[config.mk]
export PLATFORM = sky130hd
export DESIGN_NAME = ext_irq_sense
export DESIGN_NICKNAME = d
export VERILOG_FILES = /design/src/rtl/eirq_pkg.sv /design/src/rtl/eirq_sync.sv /design/src/rtl/eirq_chan.sv /design/src/rtl/eirq_regs.sv /design/src/rtl/ext_irq_sense.sv
export SDC_FILE = /design/constraint.sdc
export NUM_CORES = 1
export LEC_CHECK = 0
export ABC_AREA = 1
export BUFFER_PORTS_ARGS = -buffer_cell sky130_fd_sc_hd__clkbuf_2
export CORE_ASPECT_RATIO = 1.2
export CORE_MARGIN = 2
export CORE_UTILIZATION = 45
export DETAILED_ROUTE_END_ITERATION = 10
export MAX_ROUTING_LAYER = met4
export PLACE_DENSITY_LB_ADDON = 0.12
export SLEW_MARGIN = 20
export SYNTH_ARGS = -nofsm -noshare
export SYNTH_HDL_FRONTEND = slang
export SYNTH_SLANG_ARGS = --single-unit
[constraint.sdc]
create_clock -name clk -period 2.16 [get_ports clk]
set_input_delay 0.108 -clock clk [delete_from_list [all_inputs] [get_ports clk]]
set_output_delay 0.108 -clock clk [all_outputs]
set_load 0.01 [all_outputs]
[src/rtl/eirq_pkg.sv]
package eirq_pkg;
  localparam int ADDR_W = 2;
  localparam logic [ADDR_W-1:0] A_CTRL = 2'd0;
  localparam logic [ADDR_W-1:0] A_DIR  = 2'd1;
  localparam logic [ADDR_W-1:0] A_PEND = 2'd2;

  typedef enum logic [1:0] {
    EDGE_FALL = 2'b00,
    EDGE_RISE = 2'b01,
    EDGE_BOTH = 2'b10,
    EDGE_RSVD = 2'b11
  } edge_dir_e;
endpackage

[src/rtl/eirq_sync.sv]
// Two-flop synchronizer plus a history flop for edge detection.
// All stages reset to 1: the pins are idle high.
module eirq_sync #(
  parameter int W = 9
) (
  input  logic         clk,
  input  logic         rst_n,
  input  logic [W-1:0] pin,
  output logic [W-1:0] cur,
  output logic [W-1:0] prev
);
  logic [W-1:0] s1_q, s2_q, s3_q;

  always_ff @(posedge clk or negedge rst_n) begin
    if (!rst_n) begin
      s1_q <= '1;
      s2_q <= '1;
      s3_q <= '1;
    end else begin
      s1_q <= pin;
      s2_q <= s1_q;
      s3_q <= s2_q;
    end
  end

  assign cur  = s2_q;
  assign prev = s3_q;
endmodule

[src/rtl/eirq_chan.sv]
// One input channel: edge detection, pending flag, request select.
module eirq_chan
  import eirq_pkg::*;
(
  input  logic       clk,
  input  logic       rst_n,
  input  logic       cur,
  input  logic       prev,
  input  logic       level_sel,
  input  logic [1:0] dir,
  input  logic       flush,
  input  logic       clr,
  output logic       flag,
  output logic       req
);
  logic fall, rise, hit;
  logic flag_q, flag_d, flag_en;

  assign fall = prev & ~cur;
  assign rise = ~prev & cur;

  always_comb begin
    case (edge_dir_e'(dir))
      EDGE_RISE: hit = rise;
      EDGE_BOTH: hit = rise | fall;
      default:   hit = fall;
    endcase
  end

  // Priority: mode flush, then a new edge, then a software clear.
  always_comb begin
    flag_en = flush | (hit & ~level_sel) | clr;
    if (flush)
      flag_d = 1'b0;
    else if (hit && !level_sel)
      flag_d = 1'b1;
    else
      flag_d = 1'b0;
  end

  always_ff @(posedge clk or negedge rst_n) begin
    if (!rst_n)
      flag_q <= 1'b0;
    else if (flag_en)
      flag_q <= flag_d;
  end

  assign flag = flag_q;
  assign req  = level_sel ? ~cur : flag_q;
endmodule

[src/rtl/eirq_regs.sv]
// Control, direction and pending-clear decode.
module eirq_regs
  import eirq_pkg::*;
#(
  parameter int N_IRQ  = 8,
  parameter int DATA_W = 16
) (
  input  logic                   clk,
  input  logic                   rst_n,
  input  logic                   wr,
  input  logic [ADDR_W-1:0]      addr,
  input  logic [DATA_W-1:0]      wdata,
  output logic                   nmi_pol,
  output logic [N_IRQ-1:0]       sense_q,
  output logic [2*N_IRQ-1:0]     dir_q,
  output logic [N_IRQ-1:0]       level_sel,
  output logic [N_IRQ:0]         flush,
  output logic [N_IRQ:0]         clr
);
  localparam int NMI_BIT = N_IRQ;

  logic wr_ctrl, wr_dir, wr_pend;
  logic nmi_pol_q;
  logic [N_IRQ-1:0]   sense_d;
  logic [2*N_IRQ-1:0] dir_d;

  assign wr_ctrl = wr && (addr == A_CTRL);
  assign wr_dir  = wr && (addr == A_DIR);
  assign wr_pend = wr && (addr == A_PEND);

  assign sense_d = wdata[N_IRQ-1:0];
  assign dir_d   = wdata[2*N_IRQ-1:0];

  always_comb begin
    flush = '0;
    clr   = '0;
    if (wr_ctrl)
      flush[NMI_BIT] = wdata[NMI_BIT] != nmi_pol_q;
    for (int i = 0; i < N_IRQ; i++) begin
      if (wr_ctrl && (sense_d[N_IRQ-1-i] != sense_q[N_IRQ-1-i]))
        flush[i] = 1'b1;
      if (wr_dir && (dir_d[2*i +: 2] != dir_q[2*i +: 2]))
        flush[i] = 1'b1;
    end
    if (wr_pend)
      clr = wdata[N_IRQ:0];
  end

  always_ff @(posedge clk or negedge rst_n) begin
    if (!rst_n) begin
      nmi_pol_q <= 1'b0;
      sense_q   <= '0;
    end else if (wr_ctrl) begin
      nmi_pol_q <= wdata[NMI_BIT];
      sense_q   <= sense_d;
    end
  end

  always_ff @(posedge clk or negedge rst_n) begin
    if (!rst_n)
      dir_q <= '0;
    else if (wr_dir)
      dir_q <= dir_d;
  end

  genvar g;
  generate
    for (g = 0; g < N_IRQ; g++) begin : g_lvl
      assign level_sel[g] = ~sense_q[N_IRQ-1-g];
    end
  endgenerate

  assign nmi_pol = nmi_pol_q;
endmodule

[src/rtl/ext_irq_sense.sv]
module ext_irq_sense
  import eirq_pkg::*;
#(
  parameter int N_IRQ  = 8,
  parameter int DATA_W = 16
) (
  input  logic                   clk,
  input  logic                   rst_n,
  input  logic                   nmi_pin,
  input  logic [N_IRQ-1:0]       irq_pin,
  input  logic [ADDR_W-1:0]      reg_addr,
  input  logic                   reg_wr,
  input  logic [DATA_W-1:0]      reg_wdata,
  output logic [DATA_W-1:0]      reg_rdata,
  output logic                   nmi_level,
  output logic                   nmi_req,
  output logic [N_IRQ-1:0]       irq_req
);
  localparam int N_IN = N_IRQ + 1;

  logic rst_s1_q, rst_s2_q, rst_i;
  always_ff @(posedge clk or negedge rst_n) begin
    if (!rst_n) begin
      rst_s1_q <= 1'b0;
      rst_s2_q <= 1'b0;
    end else begin
      rst_s1_q <= 1'b1;
      rst_s2_q <= rst_s1_q;
    end
  end
  assign rst_i = rst_s2_q;

  logic [N_IN-1:0] cur, prev, flags, flush, clr, chan_req, chan_lvl;
  logic [1:0]      chan_dir [N_IN];
  logic            nmi_pol;
  logic [N_IRQ-1:0]   sense_q, level_sel;
  logic [2*N_IRQ-1:0] dir_q;

  eirq_sync #(.W(N_IN)) u_sync (
    .clk(clk), .rst_n(rst_i), .pin({nmi_pin, irq_pin}),
    .cur(cur), .prev(prev)
  );

  eirq_regs #(.N_IRQ(N_IRQ), .DATA_W(DATA_W)) u_regs (
    .clk(clk), .rst_n(rst_i), .wr(reg_wr), .addr(reg_addr), .wdata(reg_wdata),
    .nmi_pol(nmi_pol), .sense_q(sense_q), .dir_q(dir_q),
    .level_sel(level_sel), .flush(flush), .clr(clr)
  );

  genvar g;
  generate
    for (g = 0; g < N_IN; g++) begin : g_ch
      if (g == N_IRQ) begin : g_nmi
        assign chan_lvl[g] = 1'b0;
        assign chan_dir[g] = {1'b0, nmi_pol};
      end else begin : g_irq
        assign chan_lvl[g] = level_sel[g];
        assign chan_dir[g] = dir_q[2*g +: 2];
      end
      eirq_chan u_chan (
        .clk(clk), .rst_n(rst_i), .cur(cur[g]), .prev(prev[g]),
        .level_sel(chan_lvl[g]), .dir(chan_dir[g]),
        .flush(flush[g]), .clr(clr[g]),
        .flag(flags[g]), .req(chan_req[g])
      );
    end
  endgenerate

  assign nmi_level = cur[N_IRQ];
  assign nmi_req   = chan_req[N_IRQ];
  assign irq_req   = chan_req[N_IRQ-1:0];

  always_comb begin
    reg_rdata = '0;
    case (reg_addr)
      A_CTRL: begin
        reg_rdata[DATA_W-1]  = nmi_level;
        reg_rdata[N_IRQ]     = nmi_pol;
        reg_rdata[N_IRQ-1:0] = sense_q;
      end
      A_DIR:   reg_rdata[2*N_IRQ-1:0] = dir_q;
      A_PEND:  reg_rdata[N_IRQ:0]     = flags;
      default: reg_rdata = '0;
    endcase
  end
endmodule

==> impl_metrics.env, run 1 <==
export IMPL_status="finished, final reports clean"
export IMPL_hpwl_microns=5910
export IMPL_dpl_cell_area_sq_mm=0.00401
export IMPL_routedWlPerCell_microns=12.2
export IMPL_globalRouteTotalUtil=0.196
export IMPL_skew_ns=0.00537
export IMPL_die_w_microns=86.8
export IMPL_post_route_drc_count=0
export IMPL_synth_edf_count=0
export IMPL_swShare=0.311
export IMPL_die_area_sq_mm=0.00896
export IMPL_ys_flop_type="dfrtp_1"
export IMPL_area_growth_pct=18.9
export IMPL_die_h_microns=103
export IMPL_antenna_found_initial=0
export IMPL_whs_ns=0.0204
export IMPL_htree_levels=3
export IMPL_fin_crit_ns=1.38
export IMPL_slew_violations=0
export IMPL_ant_nets=0
export IMPL_drv_cap=0
export IMPL_wl_microns=7890
export IMPL_port_buffers=55
export IMPL_rsz0062_at_grt="false"
export IMPL_syn_nets=543
export IMPL_holdPathStages=3
export IMPL_ys_ff_latch=63
export IMPL_postLayoutCellArea_sq_mm=0.00440
export IMPL_fin_crit_sh=0.637
export IMPL_synth_async_sr_flop_share=1.00
export IMPL_switching_power_mw=1.18
export IMPL_clk_latency_ns=0.34
export IMPL_timing_rr_end="g_ch[0].u_chan.flag"
export IMPL_rows=36
export IMPL_drtPass1Iterations=4
export IMPL_stdcell_count=646
export IMPL_path_max_fanout=3
export IMPL_min_to="u_regs.dir_q[13]"
export IMPL_cts_root_buffer="clkbuf_8"
export IMPL_dp_cells=617
export IMPL_dp_slack_ns=0.665
export IMPL_setup_viol_count_final=0
export IMPL_avgSynthCellArea_sq_um=7.69
export IMPL_routabilityCongestion=0.902
export IMPL_ys_seq_area_frac=0.435
export IMPL_hold_violations=0
export IMPL_timing_slew_headroom=0.600
export IMPL_cts_sinks=63
export IMPL_cts_buffers=9
export IMPL_fillCellCount=800
export IMPL_grt_ovfl_total=0
export IMPL_synth_yosys_warnings=0
export IMPL_fmax_mhz=727
export IMPL_final_util=0.546
export IMPL_grt_pass1_wl_microns=13200
export IMPL_nNetsFinal=608
export IMPL_start_util=0.459
export IMPL_worstSetupPathType="reg2out"
export IMPL_endpoint_kind="output port"
export IMPL_setup_tns_ns=0
export IMPL_crit_family="flip-flops"
export IMPL_finalPower_mw=3.80
export IMPL_p_seq_frac=0.407
export IMPL_start_kind="flip-flop"
export IMPL_crit_required_ns=2.05
export IMPL_p_leak_nw=2.42
export IMPL_power_per_cell_area_mw_per_mm2=864
export IMPL_clockBufferDepth=2
export IMPL_grt_pass1_vias=2879
export IMPL_drtIter0Drc=149
export IMPL_path_buf_inv=2
export IMPL_power_share_clock=0.355
export IMPL_path_clk_slew_ns=0.07
export IMPL_setup_ws_ns=0.784
export IMPL_syn_area_sq_mm=0.00370
export IMPL_diodes=0
export IMPL_synth_distinct_cells=23
export IMPL_synth_cells=481
export IMPL_core_region_area_sq_mm=0.00806
export IMPL_ff2ff_setup_slack_ns=0.88
export IMPL_worstReg2RegStart="u_sync.prev[0]"
export IMPL_cp_slowest_cell="dfstp_2"
export IMPL_grt_max_degree=37
export IMPL_cts_tree="built"
export IMPL_cp_cell_sequence="inv_1, o22ai_1, clkbuf_2"
export IMPL_combPwrFrac=0.238
export IMPL_reg2reg_depth=9
export IMPL_min_from="reg_wdata[13]"
export IMPL_slowest_delay_ns=0.54
export IMPL_drive_above_1_share=0.201
export IMPL_ios=56
export IMPL_cts_setup_buffers=0
export IMPL_via_per_inst=4.76
export IMPL_worstMarginPinSlew_ns=0.599
export IMPL_num_vias=3075
export IMPL_ir_worst_vdd_v=0.000357
export IMPL_hold_path_class="in2reg"
export IMPL_arrival_ns=1.27
export IMPL_p_int_mw=2.62
[synth_stat cells, types with 2 or more instances]
cell type | count | area (sq um)
inv_2 | 2 | 7.51
nor2_4 | 2 | 22.5
nand4_1 | 8 | 50.1
buf_4 | 12 | 90.1
nand3_1 | 17 | 85.1
o221ai_1 | 9 | 78.8
nand2_1 | 174 | 653
ha_1 | 32 | 400
dfstp_2 | 27 | 709
inv_1 | 83 | 312
buf_2 | 3 | 15.0
nor2_1 | 31 | 116
o21ai_0 | 34 | 170
buf_6 | 3 | 33.8
dfrtp_1 | 36 | 901
[repair_timing]
item,4_1_cts,5_1_grt
hold endpoints to repair,14,0
gates resized for setup,0,0
hold buffers,13,0
[worst max path at each step]
stage	start	end	slack [ns]	cells after the start
final	u_sync.cur[8]	reg_rdata[15]	0.78	3
after global routing	u_sync.cur[8]	reg_rdata[15]	0.70	3
after CTS	u_sync.cur[8]	reg_rdata[15]	0.74	3
after detailed placement	reg_addr[1]	g_ch[6].u_chan.flag	0.66	8
after global placement	reg_addr[1]	g_ch[3].u_chan.flag	0.74	8
after floorplan	rst_i	g_ch[0].u_chan.flag	0.32	0
[registers in the layout, summed over array words and instances (netlist names)]
| register | count |
|---|---|
| u_regs.dir_q | 16 |
| g_ch.u_chan.flag | 9 |
| u_sync.cur | 9 |
| u_sync.prev | 9 |
| u_sync.s1_q | 9 |
| u_regs.sense_q | 8 |
| rst_i | 1 |
| rst_s1_q | 1 |
| u_regs.nmi_pol | 1 |
[cells by family (layout without fill, tap and decap cells)]
kind of cell    count (synthesis)  after routing  share of synthesized area
fa+ha+maj                      32             32                      0.108
other cells                     1              1                    0.00101
xor+xnor                        1              1                    0.00237
flops                          63             63                      0.435
compound gates                 45             45                     0.0704
simple gates                  235            235                      0.257
buf+inv                       104            174                      0.126
[tightest hold or removal path, stage by stage]
cell,delay [ns]
clkbuf_2,0.10
nand2_1,0.05
o21ai_0,0.06
[power groups by stage]
stage / sequential, mW / clock, mW / combinational [mW]
after detailed placement: 1.57 / 0 / 0.897
after floorplan: 1.52 / 0 / 0.678
after global routing: 1.58 / 1.44 / 1.07
after global placement: 1.57 / 0 / 0.880
after CTS: 1.55 / 1.38 / 0.920
final: 1.55 / 1.35 / 0.904
[final cells by class]
class	instances	area, sq um	area share
multi-input combinational	314	1620	0.369
clock buffer	9	124	0.0282
tap	95	119	0.0270
timing repair buffer	72	460	0.105
inverter	86	325	0.0739
clock inverter	7	135	0.0307
sequential	63	1610	0.366
[cells in the final DEF (no fill, tap or decap), types with 13 or more instances in the layout]
master and instances:
dlygate4sd3_1 13, nand2_1 174, nor2_1 31, ha_1 32, clkbuf_2 55, dfstp_2 27
dfrtp_1 35, inv_1 83, o21ai_0 34, nand3_1 17
[layer usage]
layer | global-route usage | vias to the layer above | routed length, microns
met5 | - | - | 0
met4 | 0.0673 | 0 | 85
met3 | 0.0389 | 8 | 321
met2 | 0.322 | 61 | 3820
met1 | 0.242 | 1413 | 3660
li1 | - | 1593 | -
No activity file was read; power rests on OpenSTA's default activity.
==> run 2: changes to the inputs <==
==> constraint.sdc (replaced) <==
create_clock -name clk -period 1.4 [get_ports clk]
set_input_delay 0.07 -clock clk [delete_from_list [all_inputs] [get_ports clk]]
set_output_delay 0.07 -clock clk [all_outputs]
set_load 0.01 [all_outputs]
==> run 2 against run 1 <==
  * Critical endpoint is now reg_rdata[6]
  * Critical path type unchanged
  * Clock-buffer cell count up 4
  * Flip-flop and latch count unchanged
  * Design area up 2.3%
  * Clock power up 47%
  * Sequential share of layout area down 0.83 points
  * Worst setup slack worse by 0.73 ns
  * Clock skew up 0.0028 ns
==> impl_metrics.env, run 2 (synthesis results as in run 1) <==
export IMPL_nNetsFinal=620
export IMPL_die_area_sq_mm=0.00896
export IMPL_worstReg2RegStart="u_sync.prev[4]"
export IMPL_die_w_microns=86.8
export IMPL_hold_violations=0
export IMPL_setup_viol_count_final=0
export IMPL_postLayoutCellArea_sq_mm=0.00450
export IMPL_path_max_fanout=4
export IMPL_slew_violations=0
export IMPL_clockBufferDepth=2
export IMPL_skew_ns=0.00821
export IMPL_clk_latency_ns=0.34
export IMPL_grt_max_degree=62
export IMPL_crit_required_ns=1.33
export IMPL_seq_area_sq_mm=0.00161
export IMPL_worstSetupPathType="reg2out"
export IMPL_core_region_area_sq_mm=0.00806
export IMPL_setup_tns_ns=0
export IMPL_path_clk_slew_ns=0.07
export IMPL_endpoint_kind="output port"
export IMPL_start_kind="flip-flop"
export IMPL_drtIter0Drc=150
export IMPL_htree_levels=3
export IMPL_ant_nets=0
export IMPL_hpwl_microns=5970
export IMPL_final_cell_mix="nand2_1 (174), inv_1 (82), clkbuf_2 (55)"
export IMPL_ios=56
export IMPL_drv_cap=0
export IMPL_start_util=0.459
export IMPL_diodes=0
export IMPL_num_vias=3100
export IMPL_fmax_mhz=743
export IMPL_cts_setup_buffers=0
export IMPL_fin_crit_sh=0.962
export IMPL_hold_path_class="in2reg"
export IMPL_startpoint="u_regs.dir_q[6]"
export IMPL_die_h_microns=103
export IMPL_port_buffers=55
export IMPL_post_route_drc_count=0
export IMPL_ir_worst_vdd_v=0.00103
export IMPL_fillCellCount=785
export IMPL_routedWlPerCell_microns=12.3
export IMPL_arrival_ns=1.28
export IMPL_stdcell_count=658
export IMPL_min_from="reg_wdata[6]"
export IMPL_grt_pass1_vias=2989
export IMPL_rsz0062_at_grt="false"
export IMPL_grt_pass1_wl_microns=13500
export IMPL_routabilityCongestion=0.850
export IMPL_dp_slack_ns=0.113
export IMPL_top_register="u_regs.dir_q"
export IMPL_cts_tree="built"
export IMPL_multiInputGateArea_sq_mm=0.00162
export IMPL_p_leak_nw=2.46
export IMPL_dpl_cell_area_sq_mm=0.00408
export IMPL_rows=36
export IMPL_area_growth_pct=21.7
export IMPL_via_per_inst=4.71
export IMPL_status="finished, final reports clean"
export IMPL_drtPass1Iterations=4
export IMPL_dp_cells=625
export IMPL_globalRouteTotalUtil=0.202
export IMPL_setup_ws_ns=0.0535
export IMPL_power_per_cell_area_mw_per_mm2=1290
export IMPL_wl_microns=8070
export IMPL_drive_above_1_share=0.210
export IMPL_cts_sinks=63
export IMPL_cts_root_buffer="clkbuf_8"
export IMPL_layout_commonest_cell="nand2_1"
export IMPL_cts_buffers=9
export IMPL_fin_crit_ns=1.35
export IMPL_grt_ovfl_total=0
export IMPL_largest_reg_flops=16
export IMPL_antenna_found_initial=0
## run 2: power breakdown
group / switching [mW] / internal, mW
clock: 0.695 / 1.28
sequential: 0.246 / 2.13
combinational: 0.862 / 0.581
## run 2: final timing paths
path | endpoint | slack [ns] | depth (start not counted)
worst max-delay path | reg_rdata[6] | 0.05 | 3
worst min-delay path | u_regs.sense_q[6] | 0.02 | 3
worst max register to register | g_ch[4].u_chan.flag | 0.10 | 9
worst min register to register | u_regs.dir_q[0] | 0.27 | 1
max in group asynchronous | u_sync.prev[6] | 0.80 | 1
min in group asynchronous | rst_s1_q | 0.05 | 2
## run 2: layer usage
metal / up-vias / share of wire / track usage
met3: 10 / 0.030 / 0.0381
met5: - / 0 / -
met1: 1416 / 0.46 / 0.246
met4: 0 / 0.013 / 0.0613
li1: 1614 / - / -
met2: 60 / 0.49 / 0.340
## run 2: metrics by stage
stage	hold slack [ns]	power [mW]	utilization
6_report	0.0207	5.80	0.558
5_1_grt	0.0135	6.24	0.558
4_1_cts	0.0154	5.87	0.558
3_5_place_dp	-0.138	3.83	0.506
3_3_place_gp	-0.144	3.79	0.506
2_1_floorplan	-0.226	3.40	-
## run 2: worst max-delay path: stages (launching register included)
cell and delay, ns:
dfrtp_1 0.38, inv_1 0.10, o221ai_1 0.27, clkbuf_2 0.19
## run 2: repair_timing
action	in CTS	in global routing
resized for setup	0	1
hold buffers	17	0
hold endpoints to repair	18	0
setup endpoints to repair	0	1
## run 2: final cells by class
| class | instances | area share |
|---|---|---|
| clock buffer | 13 | 0.0353 |
| clock inverter | 3 | 0.0200 |
| inverter | 86 | 0.0723 |
| multi-input combinational | 314 | 0.361 |
| sequential | 63 | 0.358 |
| tap | 95 | 0.0264 |
| timing repair buffer | 84 | 0.127 |
